`config.mk`:
```
export PLATFORM = sky130hd
export DESIGN_NAME = lcl_irq_timer
export DESIGN_NICKNAME = d
export VERILOG_FILES = /design/src/rtl/lcl_timer_pkg.sv /design/src/rtl/lcl_timer_prescale.sv /design/src/rtl/lcl_timer_countdown.sv /design/src/rtl/lcl_timer_deadline.sv /design/src/rtl/lcl_irq_timer.sv
export SDC_FILE = /design/constraint.sdc
export NUM_CORES = 1
export LEC_CHECK = 0
export BUFFER_PORTS_ARGS = -buffer_cell sky130_fd_sc_hd__buf_2
export CORE_MARGIN = 2
export CORE_UTILIZATION = 42
export CTS_BUF_LIST = sky130_fd_sc_hd__clkbuf_4 sky130_fd_sc_hd__clkbuf_8 sky130_fd_sc_hd__clkbuf_16
export CTS_CLUSTER_DIAMETER = 120
export DETAILED_ROUTE_END_ITERATION = 7
export PLACE_DENSITY = 0.71
export SYNTH_ARGS = -nofsm -noshare
export SYNTH_HDL_FRONTEND = slang
export SYNTH_SLANG_ARGS = --single-unit
```
`constraint.sdc`:
```
create_clock -name clk -period 6.7 [get_ports clk]
set_input_delay 0.335 -clock clk [delete_from_list [all_inputs] [get_ports clk]]
set_output_delay 0.335 -clock clk [all_outputs]
set_load 0.02 [all_outputs]
```
`src/rtl/lcl_timer_pkg.sv`:
```
package lcl_timer_pkg;

  typedef enum logic [1:0] {
    TM_ONCE     = 2'd0,
    TM_PERIOD   = 2'd1,
    TM_DEADLINE = 2'd2,
    TM_RSVD     = 2'd3
  } tm_mode_e;

  localparam logic [2:0] RA_CTRL     = 3'd0;
  localparam logic [2:0] RA_INIT     = 3'd1;
  localparam logic [2:0] RA_CUR      = 3'd2;
  localparam logic [2:0] RA_DIV      = 3'd3;
  localparam logic [2:0] RA_DEADLINE = 3'd4;

  // prescaler must hold a count up to the largest divide period (128)
  localparam int PRE_W = 7;

endpackage

```
`src/rtl/lcl_timer_prescale.sv`:
```
module lcl_timer_prescale
  import lcl_timer_pkg::*;
(
  input  logic       clk,
  input  logic       rst_n,
  input  logic       clr,
  input  logic [2:0] div_sel,
  output logic       tick
);

  logic [PRE_W-1:0] pre_q;
  logic [PRE_W-1:0] pre_d;
  logic [PRE_W-1:0] limit;

  always_comb begin
    if (div_sel == 3'b111) limit = '0;
    else                   limit = PRE_W'((2 << div_sel) - 1);
  end

  assign tick = (pre_q >= limit);

  always_comb begin
    if (clr || tick) pre_d = '0;
    else             pre_d = pre_q + 1'b1;
  end

  always_ff @(posedge clk or negedge rst_n) begin
    if (!rst_n) pre_q <= '0;
    else        pre_q <= pre_d;
  end


  prescale_gap_chk: assert property (@(posedge clk) disable iff (!rst_n)
    (tick && div_sel != 3'b111) |=> (!tick || div_sel == 3'b111));

endmodule

```
`src/rtl/lcl_timer_countdown.sv`:
```
module lcl_timer_countdown #(
  parameter int CNT_W = 32
) (
  input  logic             clk,
  input  logic             rst_n,
  input  logic             tick,
  input  logic             run,
  input  logic             reload,
  input  logic             load,
  input  logic [CNT_W-1:0] load_val,
  input  logic [CNT_W-1:0] init_val,
  output logic [CNT_W-1:0] cur,
  output logic             fire
);

  logic [CNT_W-1:0] cur_q;
  logic [CNT_W-1:0] cur_d;
  logic             step;
  logic             last;

  assign step = run && tick && (cur_q != '0) && !load;
  assign last = (cur_q == CNT_W'(1));
  assign fire = step && last;
  assign cur  = cur_q;

  always_comb begin
    cur_d = cur_q;
    if (load)      cur_d = load_val;
    else if (step) cur_d = last ? (reload ? init_val : '0) : cur_q - 1'b1;
  end

  always_ff @(posedge clk or negedge rst_n) begin
    if (!rst_n) cur_q <= '0;
    else        cur_q <= cur_d;
  end


  cd_idle_zero_chk: assert property (@(posedge clk) disable iff (!rst_n)
    (cur_q == '0 && !load) |=> (cur_q == '0));


  cd_hold_chk: assert property (@(posedge clk) disable iff (!rst_n)
    (!tick && !load) |=> $stable(cur_q));


  cd_reload_chk: assert property (@(posedge clk) disable iff (!rst_n)
    (fire && reload) |=> (cur_q == $past(init_val)));

endmodule

```
`src/rtl/lcl_timer_deadline.sv`:
```
module lcl_timer_deadline #(
  parameter int TS_W = 64
) (
  input  logic            clk,
  input  logic            rst_n,
  input  logic            active,
  input  logic            arm_we,
  input  logic [TS_W-1:0] arm_val,
  input  logic [TS_W-1:0] tstamp,
  output logic [TS_W-1:0] dl,
  output logic            fire
);

  logic [TS_W-1:0] dl_q;
  logic [TS_W-1:0] dl_d;

  assign fire = active && !arm_we && (dl_q != '0) && (tstamp >= dl_q);
  assign dl   = dl_q;

  always_comb begin
    dl_d = dl_q;
    if (arm_we)    dl_d = arm_val;
    else if (fire) dl_d = '0;
  end

  always_ff @(posedge clk or negedge rst_n) begin
    if (!rst_n) dl_q <= '0;
    else        dl_q <= dl_d;
  end


  dl_selfclear_chk: assert property (@(posedge clk) disable iff (!rst_n)
    fire |=> (dl_q == '0));


  dl_idle_chk: assert property (@(posedge clk) disable iff (!rst_n)
    (!active && !arm_we) |=> $stable(dl_q));

endmodule

```
`src/rtl/lcl_irq_timer.sv`:
```
module lcl_irq_timer
  import lcl_timer_pkg::*;
#(
  parameter int CNT_W = 32,
  parameter int TS_W  = 64,
  parameter int VEC_W = 8
) (
  input  logic             clk,
  input  logic             rst_n,
  input  logic             reg_we,
  input  logic [2:0]       reg_addr,
  input  logic [TS_W-1:0]  reg_wdata,
  output logic [TS_W-1:0]  reg_rdata,
  input  logic [TS_W-1:0]  tstamp,
  output logic             irq_req,
  output logic [VEC_W-1:0] irq_vec
);

  localparam int CTRL_W = VEC_W + 2;

  // reset: asserted asynchronously, released after two clock edges
  logic [1:0] rs_q;
  logic       rst_l;

  always_ff @(posedge clk or negedge rst_n) begin
    if (!rst_n) rs_q <= '0;
    else        rs_q <= {rs_q[0], 1'b1};
  end
  assign rst_l = rs_q[1];

  // register decode
  logic wr_ctrl, wr_init, wr_div, wr_dl;
  assign wr_ctrl = reg_we && (reg_addr == RA_CTRL);
  assign wr_init = reg_we && (reg_addr == RA_INIT);
  assign wr_div  = reg_we && (reg_addr == RA_DIV);
  assign wr_dl   = reg_we && (reg_addr == RA_DEADLINE);

  logic [VEC_W-1:0] vec_q,  vec_d;
  tm_mode_e         mode_q, mode_d;
  logic [CNT_W-1:0] init_q, init_d;
  logic [2:0]       div_q,  div_d;

  always_comb begin
    vec_d  = vec_q;
    mode_d = mode_q;
    init_d = init_q;
    div_d  = div_q;
    if (wr_ctrl) begin
      vec_d  = reg_wdata[VEC_W-1:0];
      mode_d = tm_mode_e'(reg_wdata[VEC_W+1:VEC_W]);
    end
    if (wr_init) init_d = reg_wdata[CNT_W-1:0];
    if (wr_div)  div_d  = {reg_wdata[3], reg_wdata[1:0]};
  end

  always_ff @(posedge clk or negedge rst_l) begin
    if (!rst_l) begin
      vec_q  <= '0;
      mode_q <= TM_ONCE;
      init_q <= '0;
      div_q  <= '0;
    end else begin
      vec_q  <= vec_d;
      mode_q <= mode_d;
      init_q <= init_d;
      div_q  <= div_d;
    end
  end

  // datapath
  logic             tick;
  logic             cd_fire, dl_fire;
  logic [CNT_W-1:0] cur;
  logic [TS_W-1:0]  dl;
  logic             run_cnt, reload_cnt;

  assign run_cnt    = (mode_q != TM_DEADLINE);
  assign reload_cnt = (mode_q == TM_PERIOD);

  lcl_timer_prescale u_pre (
    .clk     (clk),
    .rst_n   (rst_l),
    .clr     (wr_init),
    .div_sel (div_q),
    .tick    (tick)
  );

  lcl_timer_countdown #(.CNT_W(CNT_W)) u_cnt (
    .clk      (clk),
    .rst_n    (rst_l),
    .tick     (tick),
    .run      (run_cnt),
    .reload   (reload_cnt),
    .load     (wr_init),
    .load_val (reg_wdata[CNT_W-1:0]),
    .init_val (init_q),
    .cur      (cur),
    .fire     (cd_fire)
  );

  lcl_timer_deadline #(.TS_W(TS_W)) u_dl (
    .clk     (clk),
    .rst_n   (rst_l),
    .active  (mode_q == TM_DEADLINE),
    .arm_we  (wr_dl),
    .arm_val (reg_wdata),
    .tstamp  (tstamp),
    .dl      (dl),
    .fire    (dl_fire)
  );

  // interrupt output stage
  logic             irq_q, irq_d;
  logic [VEC_W-1:0] ivec_q, ivec_d;

  always_comb begin
    irq_d  = cd_fire | dl_fire;
    ivec_d = irq_d ? vec_q : ivec_q;
  end

  always_ff @(posedge clk or negedge rst_l) begin
    if (!rst_l) begin
      irq_q  <= 1'b0;
      ivec_q <= '0;
    end else begin
      irq_q  <= irq_d;
      ivec_q <= ivec_d;
    end
  end

  assign irq_req = irq_q;
  assign irq_vec = ivec_q;

  // read mux
  always_comb begin
    reg_rdata = '0;
    unique case (reg_addr)
      RA_CTRL:     reg_rdata[CTRL_W-1:0] = {mode_q, vec_q};
      RA_INIT:     reg_rdata[CNT_W-1:0]  = init_q;
      RA_CUR:      reg_rdata[CNT_W-1:0]  = (mode_q == TM_DEADLINE) ? '0 : cur;
      RA_DIV:      reg_rdata[3:0]        = {div_q[2], 1'b0, div_q[1:0]};
      RA_DEADLINE: reg_rdata             = dl;
      default:     reg_rdata             = '0;
    endcase
  end


  ctrl_keeps_init_chk: assert property (@(posedge clk) disable iff (!rst_l)
    (wr_ctrl && !wr_init) |=> $stable(init_q));


  irq_vec_chk: assert property (@(posedge clk) disable iff (!rst_l)
    irq_req |-> (irq_vec == $past(vec_q)));

endmodule

```
# Word-level counts from Yosys, hierarchy flattened
# Index checks and enable logic that the tools add are counted.
# classes
n_reduce_logical	19
n_bitwise	1
mux	13
n_lt_le_gt_ge	2
n_eq_ne	9
add_sub_neg	3
shifts	1
# ops
op	n
two-way mux 32 bit	6
two-way mux 64 bit	2
one-hot mux 22 bit (3 select lines)	1
greater-or-equal comparator 64 bit	1
nonzero test 64 bit	1
== test 32 x 1 -> 1 bit, second input constant	1
nonzero test 32 bit	1
subtractor 32 x 1 -> 32 bit, second input constant	1
one-hot mux 6 bit (4 select lines)	1
one-hot mux 4 bit (5 select lines)	1
two-way mux 7 bit	2
logical AND 1 bit	11
adder 7 x 1 -> 7 bit, second input constant	1
greater-or-equal comparator 7 bit	1
left shift 2 x 3 -> 7 bit, first input constant	1
subtractor 7 x 2 -> 7 bit, second input constant	1
== test 3 x 2 -> 1 bit, second input constant	2
== test 3 bit, second input constant	2
nonzero test 2 bit	2
== test 3 x 1 -> 1 bit, second input constant	1
logical NOT 3 bit	1
== test 2 x 1 -> 1 bit, second input constant	1
== test 2 bit, second input constant	1
logical NOT 1 bit	2
3 further kinds	3
# totals
output_inout_bits	73
input_bits	134
reg_bits	159

# Logic depth before layout (Yosys ltp)
# Gate-level depths: netlist of the first run.
# depth
word_depth	9
depth_mapped	16

# Cells and area by module
# Synthesis of the first run repeated with hierarchy kept, for this count alone.
# hier_totals
hier_cells	1087
area_unflattened_um2	10558.9
# by_module_without_submodules
mod	cells_per_inst	area_each_um2	instances	seq_area_each_um2
lcl_timer_deadline	460	4282.9	1	1601.5
lcl_irq_timer	260	3159.3	1	1401.3
lcl_timer_countdown	304	2560.0	1	800.8
lcl_timer_prescale	63	556.8	1	175.2

# Worst setup path before layout of the first run
# OpenSTA, ideal clock, no wires.
# synth_path
path_kind	reg2reg
from	register div_q[2]
to	register u_cnt.cur_q[30], in the netlist u_cnt.cur[30]
stages_incl_launch_ff	15
t_arrival_ns	3.063
t_required_ns	6.613
setup_time_ns	0.087
setup_slack_ns	3.550
n_path_buf	3
cell_sequence	dfrtp_1 -> clkbuf_1 -> or3_1 -> ha_1 -> nand2b_1 -> ha_1 -> nand2_1 -> o21ai_0 -> nand2_1 -> a311oi_1 -> and2_1 -> clkbuf_1 -> clkbuf_1 -> o21ai_0 -> a22oi_1
# synth_between
elab_chain_len	8
elab_cells_between_ends	9
classes_between	1 x add/sub; 1 x order compare; 1 x eq/ne; 1 x shift; 1 x mux; 4 x reduce/logical
# synth_lines
item	line	rtl
start: declaration	lcl_irq_timer.sv:41	logic [2:0] div_q, div_d;
start signal: assignment	lcl_irq_timer.sv:66	div_q <= div_d;
left shift 2 x 3 -> 7 bit	lcl_timer_prescale.sv:17	else limit = PRE_W'((2 << div_sel) - 1);
subtractor 7 x 2 -> 7 bit	lcl_timer_prescale.sv:17	
two-way mux 7 bit (*)	lcl_timer_prescale.sv:16	if (div_sel == 3'b111) limit = '0;
greater-or-equal comparator 7 bit (*)	lcl_timer_prescale.sv:20	assign tick = (pre_q >= limit);
logical AND 1 bit (*) (3 in series)	lcl_timer_countdown.sv:21	assign step = run && tick && (cur_q != '0) && !load;
nonzero test 2 bit (no line) (*)	n/a	
end signal: assignment	lcl_timer_countdown.sv:34	else cur_q <= cur_d;
end: declaration	lcl_timer_countdown.sv:16	logic [CNT_W-1:0] cur_q;
# Every way passes the cells marked *; elsewhere a longest branch is shown, timed or not.
# A chain may end at the register's enable or synchronous reset.

# Worst setup path after layout of the first run
# layout_path
from	input reg_addr[2]
to	register u_dl.dl_q[29], in the netlist u_dl.dl[29]
# layout_between
elab_chain_len	7
elab_cells_between_ends	8
classes_between	1 x eq/ne; 1 x mux; 6 x reduce/logical
# layout_lines
item	line	rtl
start: declaration	lcl_irq_timer.sv:11	input logic [2:0] reg_addr,
== test 3 bit (*)	lcl_irq_timer.sv:36	assign wr_dl = reg_we && (reg_addr == RA_DEADLINE);
logical AND 1 bit (*)	lcl_irq_timer.sv:36	
logical NOT 1 bit	lcl_timer_deadline.sv:17	assign fire = active && !arm_we && (dl_q != '0) && (tstamp >= dl_q);
logical AND 1 bit (3 in series)	lcl_timer_deadline.sv:17	
nonzero test 2 bit (no line)	n/a	
end signal: assignment	lcl_timer_deadline.sv:28	else dl_q <= dl_d;
end: declaration	lcl_timer_deadline.sv:14	logic [TS_W-1:0] dl_q;
# Marks and branches as above.

==> results of run 1 <==
-- sequential cells by signal, indices dropped and copies added, names as in the netlist --
signal	flops
u_dl.dl	64
irq_req	1
init_q	32
u_pre.pre_q	7
u_cnt.cur	32
rs_q	2
vec_q	8
mode_q	2
irq_vec	8
div_q	3
-- logic make-up (layout without fill, tap and decap cells) --
logic type | count (synthesis) | count (layout) | share of synthesized area
AO/OA/AOI/OAI | 285 | 285 | 0.209
XOR/XNOR | 11 | 11 | 0.00971
adder cells (fa/ha/maj) | 75 | 75 | 0.0946
buffers and inverters | 161 | 352 | 0.0671
flip-flops | 159 | 159 | 0.401
multiplexers | 30 | 30 | 0.0329
other | 1 | 4 | 0.000378
AND/OR/NAND/NOR | 375 | 375 | 0.185
-- worst max path at each step --
stage	startpoint	endpoint	slack, ns
final	reg_addr[2]	u_dl.dl[29]$_DFFE_PN0P_	2.82
after global routing	reg_addr[2]	u_dl.dl[6]$_DFFE_PN0P_	2.58
after CTS	u_dl.dl[25]$_DFFE_PN0P_	u_dl.dl[29]$_DFFE_PN0P_	2.91
after detailed placement	reg_addr[2]	u_dl.dl[29]$_DFFE_PN0P_	2.48
after global placement	reg_addr[2]	u_dl.dl[24]$_DFFE_PN0P_	2.60
after floorplan	rs_q[1]$_DFF_PN0_	div_q[0]$_DFFE_PN0P_	1.94
-- report_power, final --
| part | leakage [nW] | switching [mW] | internal (mW) | total (mW) |
|---|---|---|---|---|
| clock network | 0.326 | 0.405 | 0.678 | 1.08 |
| logic | 3.43 | 0.606 | 0.469 | 1.08 |
| registers | 2.01 | 0.314 | 1.20 | 1.51 |
| total | 5.77 | 1.33 | 2.35 | 3.67 |
-- worst max-delay path, cell delays in order --
cell and delay, ns:
buf_2 0.28, nor2b_1 0.35, nor2b_4 0.21, buf_4 0.52, and2_2 0.25, buf_4 0.56
or3_1 0.30, a2bb2oi_4 0.72, buf_4 0.46, a22o_1 0.20
-- stage by stage --
| step | cells | power, mW | setup slack (ns) |
|---|---|---|---|
| final | 1610 | 3.67 | 2.82 |
| after global routing | 1609 | 3.90 | 2.58 |
| after CTS | 1607 | 3.67 | 2.91 |
| after detailed placement | 1574 | 2.58 | 2.48 |
| after global placement | 1574 | 2.54 | 2.60 |
| after floorplan | 1097 | 2.20 | 1.94 |
-- metal layers --
| layer | up-vias | global-route usage | wire length, um |
|---|---|---|---|
| met3 | 58 | 0.0449 | 2840 |
| met4 | 0 | 0.0835 | 840 |
| met2 | 483 | 0.411 | 15100 |
| li1 | 4317 | - | - |
| met1 | 4552 | 0.352 | 13000 |
| met5 | - | 0 | 0 |
-- layout by cell type, fill, tap and decap left out, types with 13 or more instances in the layout --
master / synthesis / routed
a222oi_1: 22 / 22
inv_1: 101 / 101
dfrtp_1: 159 / 158
a21oi_1: 60 / 60
o21ai_0: 70 / 70
and2_1: 35 / 34
nor2_1: 66 / 66
clkbuf_16: 0 / 17
nor4_1: 23 / 23
a22o_2: 47 / 47
a22o_1: 19 / 19
nand3_1: 15 / 15
buf_2: 3 / 206
ha_1: 75 / 75
mux2_2: 21 / 21
a31oi_1: 13 / 13
nor3_1: 24 / 24
nand4_1: 18 / 18
nand2_1: 143 / 142
-- area by class of cell --
class / count / area, sq um / area share
clock buffer: 19 / 447 / 0.0377
timing repair buffer: 219 / 1130 / 0.0954
tap: 319 / 399 / 0.0337
antenna: 3 / 7.51 / 0.000633
sequential: 159 / 3980 / 0.336
clock inverter: 13 / 209 / 0.0176
inverter: 101 / 379 / 0.0320
multi-input combinational: 777 / 5300 / 0.447
==> metrics.yaml, run 1 <==
timing:
  fin_skew_ns: 0.00733
  slew_viol_final: 0
  min_period_over_period: 0.579
  setup_viol: 0
  slew_headroom: 0.267
  tns_ns: 0
  finalHoldViolCount: 0
  max_freq_mhz: 258
  worst_pin_slew_ns: 1.10
  whs_ns: 0.125
  grt_setup_unrepaired: "false"
  fin_crit_ns: 3.88
drt:
  drt_iter0_markers: 1013
  dr_total_vias: 9410
  totalWireLength_mm: 31.8
  via_per_inst: 5.84
  ant_nets: 0
  first_pass_iters: 8
  drc: 5
  drt-wirelength-per-cell_um: 19.7
pwr:
  powerDensity_nw_per_um2: 310
  p_leak_nw: 5.77
  vdd_drop_max_mv: 0.187
status:
  violations: "DRC"
  outcome: "complete, but fails checks"
critical_path:
  path_class: "in2reg"
  crit_arrival_ns: 4.25
  cp-end-kind: "register"
  critPathRequiredTime_ns: 7.07
  start_kind: "input pin"
  worstReg2RegStart: "u_dl.dl[25]$_DFFE_PN0P_"
  rr_worst_depth: 10
  rrSetupSlack_ns: 2.88
  path_max_fanout: 65
  reg2reg_to: "u_dl.dl[29]$_DFFE_PN0P_"
global_route:
  grt_max_degree: 68
  grt_overflow_total: 0
  grt_pass1_vias: 9054
  grt_pass1_wl_mm: 49.1
  grtUsageTotal: 0.256
  antenna_found_initial: 2
place:
  dp_hpwl_mm: 23.1
  routabilityCongestion: 0.891
  io_buffer_count: 206
  placed_cell_area_sq_um: 11200
synthesis:
  synth_flop_cell: "dfrtp_1"
  ys_ff_latch: 159
  synthCells: 1097
  yosysMostFrequentCell: "dfrtp_1"
  synth_edf_count: 0
  synth_area_leaders: "dfrtp_1 (40%), ha_1 (9.5%), nand2_1 (5.4%)"
  synth.largest_area_cell: "dfrtp_1"
  syn_area_per_cell_sq_um: 9.04
  synthArstFlopShare: 1.00
  synth_common_cells: "dfrtp_1 (159), nand2_1 (143), inv_1 (101)"
  synth_top_area_frac: 0.401
  syn_nets: 1306
  synthDistinctLibCells: 66
  yosys_warnings: 0
  synth-seq-area-share: 0.401
  synth_area_sq_um: 9920
floorplanning:
  die_w_um: 158
  die_h_um: 158
  ios: 207
  start_util: 0.425
  core-area_sq_um: 23300
  die-area_sq_um: 24900
  rows: 56
final_layout:
  drive_gt1_frac: 0.260
  area_delta_synth_final_pct: 19.5
  final_nets: 1484
  fin_util: 0.508
  fill_cells: 2200
  finalInstanceArea_sq_um: 11900
clock_tree:
  htreeDepth: 4
  cts_root_buf: "clkbuf_16"
  post-cts-setup-buffers: 0
  clockBufferDepth: 2
  cts.clk_slew.worst_paths_ns: 0.06
  cts_sinks: 159
  cts_buffers: 17
  cts_hold_buf: 1
  cts_tree: "yes"
  clkLatencyLatePin_ns: 0.43
  cts-resized-gates: 0
worst_hold_path:
  worstHoldStart: "reg_wdata[34]"
  hp-class: "in2reg"
  whs_endpoint: "u_dl.dl[34]$_DFFE_PN0P_"
  min_path_cells: 2
job:
  drv_cap: 0
No activity file was read; power rests on OpenSTA's default activity.
==> run 2, diff against run 1 <==
==> constraint.sdc (replaced) <==
create_clock -name clk -period 3.7 [get_ports clk]
set_input_delay 0.185 -clock clk [delete_from_list [all_inputs] [get_ports clk]]
set_output_delay 0.185 -clock clk [all_outputs]
set_load 0.02 [all_outputs]
==> metrics.yaml, run 2 (synthesis gave the netlist of run 1 again) <==
status:
  outcome: "finished clean"
final_layout:
  layout_commonest_cell: "buf_2"
  drive_gt1_frac: 0.261
  layout_common_cells: "buf_2 (206), dfrtp_1 (158), nand2_1 (142), inv_1 (101), ha_1 (75)"
  area_delta_synth_final_pct: 24.7
  largest_reg_flops: 64
  fin_util: 0.530
  final_nets: 1548
clock_tree:
  cts_sinks: 159
  cts_tree: "yes"
  clockBufferDepth: 2
  clkLatencyLatePin_ns: 0.44
  cts_root_buf: "clkbuf_16"
  cts-resized-gates: 0
  htreeDepth: 4
  cts_buffers: 17
  cts.clk_slew.worst_paths_ns: 0.07
drt:
  first_pass_iters: 8
  drt-wirelength-per-cell_um: 19.4
  via_per_inst: 5.68
  totalWireLength_mm: 32.4
  dr_total_vias: 9515
  drc: 0
  ant_nets: 0
  drt_iter0_markers: 922
critical_path:
  cpMostUsedCell: "nand2_1"
  path_class: "reg2reg"
  crit_arrival_ns: 3.68
  critPathRequiredTime_ns: 4.00
  rrSetupSlack_ns: 0.33
  start_kind: "register"
  reg2reg_to: "u_cnt.cur[23]$_DFFE_PN0P_"
  rr_worst_depth: 12
  path_max_fanout: 23
  worstPathCellList: "or3_1 > ha_1 > nand2b_1 > ha_1 > nand2_1 > o21ai_0 > nand2_1 > a311oi_1 > nand2_1 > buf_4 > a2111oi_0 > o21ai_0"
  worst_path_max_delay_cell: "dfrtp_1"
  slowest_delay_ns: 0.46
  cp-end-kind: "register"
  worstReg2RegStart: "div_q[2]$_DFFE_PN0P_"
timing:
  fin_skew_ns: 0.0113
  finalHoldViolCount: 0
  max_freq_mhz: 296
  slew_headroom: 0.142
  worst_pin_slew_ns: 1.28
  setup_viol: 0
  slew_viol_final: 0
  min_period_over_period: 0.912
  fin_crit_ns: 3.37
  grt_setup_unrepaired: "false"
  tns_ns: 0
floorplanning:
  die_w_um: 158
  die-area_sq_um: 24900
  die_h_um: 158
  core-area_sq_um: 23300
  rows: 56
  ios: 207
  start_util: 0.425
worst_hold_path:
  whs_endpoint: "init_q[5]$_DFFE_PN0P_"
  worstHoldStart: "reg_wdata[5]"
  min_path_cells: 3
  hp-class: "in2reg"
global_route:
  antenna_found_initial: 3
  grt_max_degree: 65
  grt_pass1_wl_mm: 50.0
  grt_overflow_total: 0
  grtUsageTotal: 0.261
  grt_pass1_vias: 9122
pwr:
  seqPwrFrac: 0.420
  p_leak_nw: 6.00
  p_comb_frac: 0.319
  clockPowerShare: 0.262
  vdd_drop_max_mv: 0.397
  swShare: 0.383
  p_int_mw: 3.97
  p_switching_mw: 2.47
  powerDensity_nw_per_um2: 521
  total_power_mw: 6.44
job:
  drv_cap: 0
place:
  io_buffer_count: 206
  routabilityCongestion: 0.895
  dp_hpwl_mm: 23.2
==> run 2: changes by cell type in the layout (fill, tap and decap cells not counted), moves of 2 or more <==
cell,previous run,this run
bufinv_16,5,0
dlygate4sd3_1,1,47
buf_4,12,28
buf_12,0,2
clkinvlp_4,0,5
==> run 2: per-layer routing <==
layer	track usage	wire length, um
met5	0	0
met4	0.111	1200
met3	0.0564	2790
met2	0.396	14900
met1	0.361	13500
==> run 2: worst max path at each step <==
stage | from | slack [ns] | to
final | div_q[2]$_DFFE_PN0P_ | 0.33 | u_cnt.cur[23]$_DFFE_PN0P_
after global routing | div_q[1]$_DFFE_PN0P_ | 0.04 | u_cnt.cur[23]$_DFFE_PN0P_
after CTS | div_q[2]$_DFFE_PN0P_ | 0.35 | u_cnt.cur[23]$_DFFE_PN0P_
after detailed placement | div_q[2]$_DFFE_PN0P_ | 0.40 | irq_vec[2]$_DFFE_PN0P_
after global placement | div_q[2]$_DFFE_PN0P_ | 0.46 | irq_vec[0]$_DFFE_PN0P_
after floorplan | div_q[2]$_DFFE_PN0P_ | 0.55 | u_cnt.cur[30]$_DFFE_PN0P_
==> run 2: repair_timing <==
item	CTS	global route
hold endpoints to repair	60	0
buffers inserted	0	0
hold buffers	47	0
==> run 2: area by class of cell <==
class / instances / area [sq um]
Sequential cell: 159 / 3980
Timing Repair Buffer: 283 / 1750
Clock buffer: 18 / 439
Inverter: 101 / 379
Tap cell: 319 / 399
Antenna cell: 3 / 7.51
Clock inverter: 14 / 111
Fill cell: 2112 / 11000
Multi-Input combinational cell: 777 / 5300
==> run 2: stage by stage <==
stage                     hold WS (ns)  setup WS [ns]  instance area [sq um]  instances
after global routing           0.00470         0.0437                  12400       1674
after CTS                     0.000795          0.346                  12400       1671
final                           0.0205          0.325                  12400       1674
after global placement         -0.0262          0.458                  11300       1592
after detailed placement       -0.0254          0.397                  11300       1592
after floorplan                 -0.111          0.550                   9920       1097
==> run 2: worst max-delay path: cells and delay by family (launching register included) <==
family / cells / cell delay [ns]
AOI/OAI and AO/OA: 4 / 1.00
adders and majority gates: 2 / 0.58
buffers and inverters: 1 / 0.27
DFF: 1 / 0.46
and+or+nand+nor: 5 / 0.91
==> run 2: power groups by stage <==
stage	registers (mW)	clock network (mW)	logic (mW)
floorplan	2.60	0	1.38
global placement	2.71	0	1.94
detailed placement	2.72	0	2.00
CTS	2.69	1.70	2.05
global route	2.77	1.78	2.31
finish	2.70	1.69	2.05
==> run 3, diff against run 2 <==
--- a/config.mk
+++ b/config.mk
@@ -5,7 +5,7 @@
 export SDC_FILE = /design/constraint.sdc
 export NUM_CORES = 1
 export LEC_CHECK = 0
-export BUFFER_PORTS_ARGS = -buffer_cell sky130_fd_sc_hd__buf_2
+export BUFFER_PORTS_ARGS = -buffer_cell sky130_fd_sc_hd__clkbuf_2
 export CORE_MARGIN = 2
 export CORE_UTILIZATION = 42
 export CTS_BUF_LIST = sky130_fd_sc_hd__clkbuf_4 sky130_fd_sc_hd__clkbuf_8 sky130_fd_sc_hd__clkbuf_16
==> metrics.yaml, run 3 (synthesis gave the netlist of run 1 again) <==
critical_path:
  slowest_delay_ns: 0.45
  path_max_fanout: 9
  worst_path_max_delay_cell: "dfrtp_1"
  start_kind: "register"
  path_class: "reg2reg"
  cp-end-kind: "register"
  cp.buffers_inverters: 0
  crit_arrival_ns: 3.64
  rr_worst_depth: 11
  critPathRequiredTime_ns: 4.01
  worstPathCellList: "or3_1 > ha_1 > nand2b_1 > ha_1 > nand2_1 > o21ai_0 > nand2_1 > a311oi_1 > nand2_1 > o22ai_4 > mux2_2"
  cpMostUsedCell: "nand2_1"
  cpLargestDelayFamily: "simple AND/OR/NAND/NOR gates"
  crit_cells: 11
clock_tree:
  clkLatencyLatePin_ns: 0.43
  cts.clk_slew.worst_paths_ns: 0.07
  cts_tree: "yes"
  cts_sinks: 159
  cts_root_buf: "clkbuf_16"
  htreeDepth: 4
  clockBufferDepth: 2
  cts_buffers: 17
global_route:
  grtUsageTotal: 0.261
  grt_pass1_vias: 9337
  grt_max_degree: 66
  grt_overflow_total: 0
  antenna_found_initial: 0
  grt_pass1_wl_mm: 50.3
final_layout:
  drive_gt1_frac: 0.260
  antennaDiodeCount: 0
  largest_reg_flops: 64
  fill_cells: 2124
  layout_commonest_cell: "clkbuf_2"
  final_nets: 1545
  layout_common_cells: "clkbuf_2 (206), dfrtp_1 (158), nand2_1 (142), inv_1 (101), ha_1 (75)"
  area_delta_synth_final_pct: 24.6
  fin_util: 0.530
  finalInstanceArea_sq_um: 12400
floorplanning:
  die-area_sq_um: 24900
  ios: 207
  core-area_sq_um: 23300
  die_w_um: 158
  start_util: 0.425
  rows: 56
  die_h_um: 158
drt:
  first_pass_iters: 8
  drc: 0
  dr_total_vias: 9658
  via_per_inst: 5.79
  ant_nets: 0
  drt-wirelength-per-cell_um: 19.5
  totalWireLength_mm: 32.5
  drt_iter0_markers: 934
pwr:
  p_leak_nw: 5.99
  seqPwrFrac: 0.419
  p_int_mw: 3.99
  p_comb_frac: 0.318
  powerDensity_nw_per_um2: 522
  total_power_mw: 6.45
  p_switching_mw: 2.46
  clockPowerShare: 0.262
  swShare: 0.381
  vdd_drop_max_mv: 0.379
timing:
  tns_ns: 0
  fin_crit_ns: 3.33
  fin_skew_ns: 0.0124
  whs_ns: 0.0161
  worst_pin_slew_ns: 1.21
  slew_viol_final: 0
  slew_headroom: 0.190
  min_period_over_period: 0.899
  max_freq_mhz: 301
  finalHoldViolCount: 0
  grt_setup_unrepaired: "false"
  setup_viol: 0
place:
  placed_cell_area_sq_um: 11300
  routabilityCongestion: 0.917
  dp_hpwl_mm: 23.4
  io_buffer_count: 206
worst_hold_path:
  min_path_cells: 3
  hp-class: "in2reg"
status:
  outcome: "finished clean"
job:
  drv_cap: 0
run 3: cell count changes in the layout (fill, tap and decap cells not counted), sizes merged, moves of 3 or more:
cell      change
diode         -3
buf         -208
clkinvlp      -5
clkbuf      +207
clkinv        +3
run 3: what timing repair did:
item                                   in CTS  in global routing
buffers inserted                            0                  0
hold buffers                               45                  1
resized for setup                           0                  0
setup endpoints to repair                   0                  0
endpoints found under the hold margin      51                  1
run 3: stage by stage:
stage,setup slack (ns),instances
after floorplan,0.550,1097
after global placement,0.462,1590
after detailed placement,0.405,1590
after CTS,0.368,1667
after global routing,0.0413,1668
final,0.374,1668
run 3: area by class of cell:
type	instances	area, sq um	area share
multi-input combinational	777	5300	0.429
sequential	159	3980	0.322
timing repair buffer	280	1740	0.141
clock buffer	19	453	0.0367
tap	319	399	0.0323
inverter	101	379	0.0307
clock inverter	13	105	0.00851
run 3: routing by layer:
layer / GRT usage / wire, um / part of all wire
met4: 0.108 / 1240 / 0.038
met5: 0 / 0 / 0
met2: 0.407 / 15000 / 0.46
met3: 0.0487 / 2800 / 0.086
met1: 0.356 / 13500 / 0.41
run 3: worst reg2reg max path, cell delays in order (launching register included):
cell and delay, ns:
dfrtp_1 0.45, or3_1 0.43, ha_1 0.29, nand2b_1 0.14, ha_1 0.29, nand2_1 0.05, o21ai_0 0.13, nand2_1 0.09
a311oi_1 0.39, nand2_1 0.22, o22ai_4 0.34, mux2_2 0.39
run 3: power groups by stage:
stage                     logic [mW]  registers (mW)  clock network (mW)
after floorplan                 1.38            2.60                   0
after global routing            2.31            2.77                1.78
after global placement          1.94            2.71                   0
final                           2.05            2.71                1.69
after CTS                       2.05            2.69                1.72
after detailed placement        2.00            2.72                   0
run 3: path summary, 6_finish.rpt:
check | slack [ns] | from | endpoint
worst min-delay path | 0.02 | reg_wdata[26] | init_q[26]$_DFFE_PN0P_
worst max register to register | 0.37 | div_q[2]$_DFFE_PN0P_ | irq_vec[4]$_DFFE_PN0P_
max in group asynchronous | 2.30 | rs_q[1]$_DFF_PN0_ | init_q[13]$_DFFE_PN0P_
min in group asynchronous | 0.07 | rst_n | rs_q[1]$_DFF_PN0_
worst min register to register | 0.35 | rs_q[0]$_DFF_PN0_ | rs_q[1]$_DFF_PN0_
worst max-delay path | 0.37 | div_q[2]$_DFFE_PN0P_ | irq_vec[4]$_DFFE_PN0P_
